<file path="config.mk">
export PLATFORM = sky130hd
export DESIGN_NAME = mt_act_unit
export DESIGN_NICKNAME = d
export VERILOG_FILES = /design/src/rtl/mt_act_pkg.sv /design/src/rtl/mt_thr_bank.sv /design/src/rtl/mt_thr_compare.sv /design/src/rtl/mt_out_stage.sv /design/src/rtl/mt_act_unit.sv
export SDC_FILE = /design/constraint.sdc
export NUM_CORES = 1
export LEC_CHECK = 0
export CAP_MARGIN = 20
export CORE_MARGIN = 2
export CORE_UTILIZATION = 64
export DETAILED_ROUTE_END_ITERATION = 7
export DONT_BUFFER_PORTS = 1
export GPL_ROUTABILITY_DRIVEN = 0
export GPL_TIMING_DRIVEN = 0
export PLACE_DENSITY = 0.8
export SLEW_MARGIN = 20
export SYNTH_ARGS = -nofsm -noshare
export SYNTH_HDL_FRONTEND = slang
export SYNTH_SLANG_ARGS = --single-unit
</file>
<file path="constraint.sdc">
create_clock -name clk -period 5.8 [get_ports clk]
set_input_delay 1.16 -clock clk [delete_from_list [all_inputs] [get_ports clk]]
set_output_delay 1.16 -clock clk [all_outputs]
set_load 0.02 [all_outputs]
</file>
<file path="src/rtl/mt_act_pkg.sv">
package mt_act_pkg;
  localparam int unsigned ACC_W_MIN = 16;
  localparam int unsigned ACC_W_MAX = 32;

  // number of thresholds for an output code width
  function automatic int unsigned thr_count(input int unsigned code_bits);
    return (1 << code_bits) - 1;
  endfunction
endpackage

</file>
<file path="src/rtl/mt_thr_bank.sv">
module mt_thr_bank #(
  parameter int ACC_W = 24,
  parameter int OUT_B = 3
) (
  input  logic                                       clk,
  input  logic                                       rst_n,
  input  logic                                       wr_en,
  input  logic [OUT_B-1:0]                           wr_addr,
  input  logic signed [ACC_W-1:0]                    wr_data,
  input  logic                                       hold_i,
  output logic [mt_act_pkg::thr_count(OUT_B)*ACC_W-1:0] thr_flat_o,
  output logic                                       wr_hit_o,
  output logic                                       swap_o
);
  localparam int NTH = mt_act_pkg::thr_count(OUT_B);

  logic pending_q;

  assign wr_hit_o = wr_en && ({1'b0, wr_addr} < (OUT_B+1)'(NTH));
  assign swap_o   = pending_q && !hold_i;

  always_ff @(posedge clk) begin
    if (!rst_n) pending_q <= 1'b0;
    else        pending_q <= wr_hit_o || (pending_q && hold_i);
  end

  for (genvar g = 0; g < NTH; g++) begin : g_entry
    logic signed [ACC_W-1:0] shadow_q;
    logic signed [ACC_W-1:0] active_q;

    always_ff @(posedge clk) begin
      if (!rst_n) begin
        shadow_q <= '0;
        active_q <= '0;
      end else begin
        if (wr_hit_o && (wr_addr == OUT_B'(g))) shadow_q <= wr_data;
        if (swap_o) active_q <= shadow_q;
      end
    end

    assign thr_flat_o[g*ACC_W +: ACC_W] = active_q;
  end
endmodule

</file>
<file path="src/rtl/mt_thr_compare.sv">
module mt_thr_compare #(
  parameter int ACC_W = 24,
  parameter int OUT_B = 3
) (
  input  logic signed [ACC_W-1:0]                    value_i,
  input  logic [mt_act_pkg::thr_count(OUT_B)*ACC_W-1:0] thr_flat_i,
  output logic [mt_act_pkg::thr_count(OUT_B)-1:0]    hits_o,
  output logic [OUT_B-1:0]                           code_o
);
  localparam int NTH = mt_act_pkg::thr_count(OUT_B);

  function automatic logic reached(input logic signed [ACC_W-1:0] v,
                                   input logic signed [ACC_W-1:0] t);
    return (v >= t);
  endfunction

  function automatic logic [OUT_B-1:0] tally(input logic [NTH-1:0] h);
    logic [OUT_B-1:0] n;
    n = '0;
    for (int i = 0; i < NTH; i++) n = n + OUT_B'(h[i]);
    return n;
  endfunction

  for (genvar g = 0; g < NTH; g++) begin : g_cmp
    assign hits_o[g] = reached(value_i, $signed(thr_flat_i[g*ACC_W +: ACC_W]));
  end

  assign code_o = tally(hits_o);
endmodule

</file>
<file path="src/rtl/mt_out_stage.sv">
module mt_out_stage #(
  parameter int OUT_B = 3
) (
  input  logic             clk,
  input  logic             rst_n,
  input  logic             in_valid,
  input  logic [OUT_B-1:0] code_i,
  output logic             in_ready,
  output logic             fire_o,
  output logic             out_valid,
  input  logic             out_ready,
  output logic [OUT_B-1:0] out_code
);
  logic             valid_q;
  logic [OUT_B-1:0] code_q;

  assign in_ready  = !valid_q || out_ready;
  assign fire_o    = in_valid && in_ready;
  assign out_valid = valid_q;
  assign out_code  = code_q;

  always_ff @(posedge clk) begin
    if (!rst_n) begin
      valid_q <= 1'b0;
      code_q  <= '0;
    end else if (fire_o) begin
      valid_q <= 1'b1;
      code_q  <= code_i;
    end else if (out_ready) begin
      valid_q <= 1'b0;
    end
  end
endmodule

</file>
<file path="src/rtl/mt_act_unit.sv">
module mt_act_unit #(
  parameter int ACC_W = 24,
  parameter int OUT_B = 3
) (
  input  logic                    clk,
  input  logic                    rst_n,
  input  logic                    thr_we,
  input  logic [OUT_B-1:0]        thr_addr,
  input  logic signed [ACC_W-1:0] thr_data,
  input  logic                    acc_valid,
  output logic                    acc_ready,
  input  logic signed [ACC_W-1:0] acc_data,
  output logic                    act_valid,
  input  logic                    act_ready,
  output logic [OUT_B-1:0]        act_code
);
  localparam int NTH = mt_act_pkg::thr_count(OUT_B);

  if (ACC_W < int'(mt_act_pkg::ACC_W_MIN) || ACC_W > int'(mt_act_pkg::ACC_W_MAX)) begin : g_bad_width
    $error("accumulator width out of supported range");
  end

  logic [NTH*ACC_W-1:0] thr_flat;
  logic [NTH-1:0]       cmp_hits;
  logic [OUT_B-1:0]     code_next;
  logic                 acc_fire;
  logic                 thr_wr_hit;
  logic                 swap_evt;

  mt_thr_bank #(.ACC_W(ACC_W), .OUT_B(OUT_B)) u_bank (
    .clk        (clk),
    .rst_n      (rst_n),
    .wr_en      (thr_we),
    .wr_addr    (thr_addr),
    .wr_data    (thr_data),
    .hold_i     (acc_fire),
    .thr_flat_o (thr_flat),
    .wr_hit_o   (thr_wr_hit),
    .swap_o     (swap_evt)
  );

  mt_thr_compare #(.ACC_W(ACC_W), .OUT_B(OUT_B)) u_cmp (
    .value_i    (acc_data),
    .thr_flat_i (thr_flat),
    .hits_o     (cmp_hits),
    .code_o     (code_next)
  );

  mt_out_stage #(.OUT_B(OUT_B)) u_out (
    .clk       (clk),
    .rst_n     (rst_n),
    .in_valid  (acc_valid),
    .code_i    (code_next),
    .in_ready  (acc_ready),
    .fire_o    (acc_fire),
    .out_valid (act_valid),
    .out_ready (act_ready),
    .out_code  (act_code)
  );
endmodule

</file>
==> metrics.md <==
| Metric | Value |
|---|---|
| Met3 wire length | 5.00 mm |
| Setup bufs post-CTS | 0 |
| Metal2 WL | between 20 and 25 mm |
| Final nets | approximately 2400 |
| Cts hold-fix bufs | 0 |
| Share of Yosys cell area claimed by the top area cell type | 40.3% |
| CP Capture Type | register |
| Vias in the first global route | 13900 |
| Slew Viols, Final | 0 |
| Routed wire length | 49.4 mm |
| Starting Density | 65.0% |
| Finished Layout Cells | approximately 2500 |
| CTS buffer count | 37 |
| Setup-violating endpoint count in the final report | 0 |
| Critical path data arrival time | between 5 and 6 ns |
| Class of the worst hold path | reg2reg |
| I/O pins | 61 |
| Synth warn | 0 |
| Net Count, Synth | 2333 |
| Design Power | about 0.0055 W |
| Fin Setup TNS | 0 ns |
| DRT iter0 DRCs | 1521 |
| Worst path bufs/invs | 3 |
| Avg Inst Size Synth | 8.06 um^2 |
| Final WS setup | 0.476 ns |
| Yosys cell types | 46 |
| Number of max-cap violations | 0 |
| Number of port buffers | 0 |
| Post-cts sizing count | 0 |
| Power density over cell area | 292 nW/um^2 |
| Wire per inst | 19.7 um |
| Status | finished, final reports clean |
| Slowest-stage cell, CP | nor3_1 |
| Post-Syn Instances | 2103 |
| Placed insts | between 2000 and 2500 |
| Post-synth EDFFs | 0 |
| Root Buffer | clkbuf_16 |
| Area delta synth->final | 10.5% |
| Crit Path Max Fanout | 7 |
| Max VDD drop | 0.367 mV |
| Period utilisation layout | 91.8% |
| Commonest cells after routing, fill and taps aside | nand2_1 (707), dfxtp_1 (341), a21boi_0 (268) |
| Worst slew margin | 37.5% |
| Synthesized flop and latch total | 341 |
| Antenna Nets Post-Route | 0 |
| Synthesized area | 16900 um^2 |
| Chip height | 167 um |
| Fin. Hold Viols | 0 |
| Layout cells sized above 1 | roughly 6% |
| Largest area contributor in the netlist | dfxtp_1 |
| Largest net degree at the start of global routing | 15 |
| Place WS | 0.163 ns |
| Leading post-synthesis cells by cell area | dfxtp_1 (40%), nand2_1 (16%), ha_1 (13%), a21boi_0 (12%), inv_1 (3.7%) |
| Core area | 26100 um^2 |
| Routed via count | roughly 15000 |
| Clock skew | 0.0194 ns |
| # DRC | 0 |
| Top Metal Used | met4 |
| Crit path required time | 6.22 ns |
| Synth Flop Type | dfxtp_1 |
| Asr flop ratio synth | 0% |
| Final core utilization | between 70 and 80% |
| Vias/cell | 5.88 |
| Worst-Margin Slew | 0.925 ns |
| Die Area | approximately 28000 um^2 |
| Clk_lat worst skew | 0.54 ns |
| Num rows | 59 |
| CTS sink count | 341 |
| Dominant delay contributor by cell family on the critical path | adder cells |
| Reg area | 6830 um^2 |
| HPWL Detailed | ~36 mm |
| Initial antenna violation count | 3 |
| Leakage Power | 6.50 nW |
| Min Tclk post-route | 5.32 ns |
| Htree depth | 2 |
| Setup crit start kind | input pin |
| Leading cell type in the layout, fill and taps excluded | nand2_1 |
| FILL cells | 2060 |
| Max frequency | 188 MHz |
| Total global-route track usage | 35.2% |
| Crit path kind | in2reg |
| Global-route wire length before repair | around 76 mm |
| CTS tree | built |
| Total gr overflow | 0 |
| CTS clk-pin slew, worst paths | ~0.060 ns |
| Multi-input gate area in the final layout | 9000 um^2 |
| RSZ-0062 raised after global routing | no |
| Register area share after synthesis | roughly two fifths |
| CP peak stage delay | approximately 0.65 ns |
| Maximum clock insertion buffer count | 3 |
| WL met1 | 20.3 mm |
| 1st-pass router iterations | 6 |
| Horiz. Die Dim | 167 um |
| CP cell instances | ha_1 > nand4_1 > nor3_1 > o311ai_1 > a31o_2 > a21o_1 > ha_1 > inv_1 > fa_1 > fa_1 > inv_1 > ha_1 > inv_1 > fa_1 > xor2_1 > o21ai_0 > and2_1 |
## per-layer routing
metal | vias up | track usage, %
met5 | - | 0
met4 | 0 | 17.1
met3 | 168 | 7.60
met2 | 641 | 55.1
met1 | 6918 | 46.4
li1 | 7013 | -
## layout make-up
class	count	share of cell area [%]
tap	335	2.24
buffer	106	2.63
clock inverter	19	1.66
multi-input combinational	1488	48.1
sequential	341	36.5
inverter	168	3.37
clock buffer	48	5.54
antenna	2	0.0267
## tightest hold or removal path, stage by stage, from the launching register on
cell,delay (ns)
dfxtp_1,0.31
nand2_1,0.05
a21boi_1,0.05
## final timing paths
check | cells after the start | start | to | slack [ns]
worst max-delay path | 17 | acc_data[19] | u_out.out_code[2] | 0.48
worst min-delay path | 2 | u_bank.g_entry[0].shadow_q[5] | u_bank.g_entry[0].active_q[5] | 0.45
worst max register to register | 18 | u_bank.g_entry[1].active_q[19] | u_out.out_code[2] | 0.74
worst min register to register | 2 | u_bank.g_entry[0].shadow_q[5] | u_bank.g_entry[0].active_q[5] | 0.45
## where the power goes
group | internal (W) | total [W] | switching (W)
clock | 0.00162 | 0.00262 | 0.000999
combinational | 0.000167 | 0.000430 | 0.000263
sequential | 0.00238 | 0.00241 | 0.0000278
total | 0.00417 | 0.00546 | 0.00129
## through the flow
step	hold slack (ns)	instance area, um^2
after floorplan	0.431	16900
after global placement	0.436	17400
after detailed placement	0.442	17400
after CTS	0.452	18700
after global routing	0.466	18700
final	0.450	18700
## Yosys cell counts (all sizes together) (9+ instances only)
library cell,count
a21o,14
dfxtp,341
a21boi,344
nor2b,11
nand4,39
nand3,25
inv,168
buf,48
o211ai,9
nand2,709
o21ai,21
nor3,11
ha,171
clkbuf,58
nor2,14
a21oi,81
## flip-flops by register name, summed over array words and instances, names as in the netlist
name,count
u_out.out_valid,1
u_bank.g_entry.shadow_q,168
u_bank.g_entry.active_q,168
u_out.out_code,3
u_bank.pending_q,1
## cell families after synthesis
group                      after synthesis  synth area share, %
AOI/OAI and AO/OA                      489                 20.3
buffers and inverters                  274                 6.63
DFF                                    341                 40.3
xor gates and xnor gates                 1               0.0517
and+or+nand+nor                        823                 19.7
muxes                                    1               0.0664
adders and majority gates              174                 13.0
(Power assumes the default switching activity.)
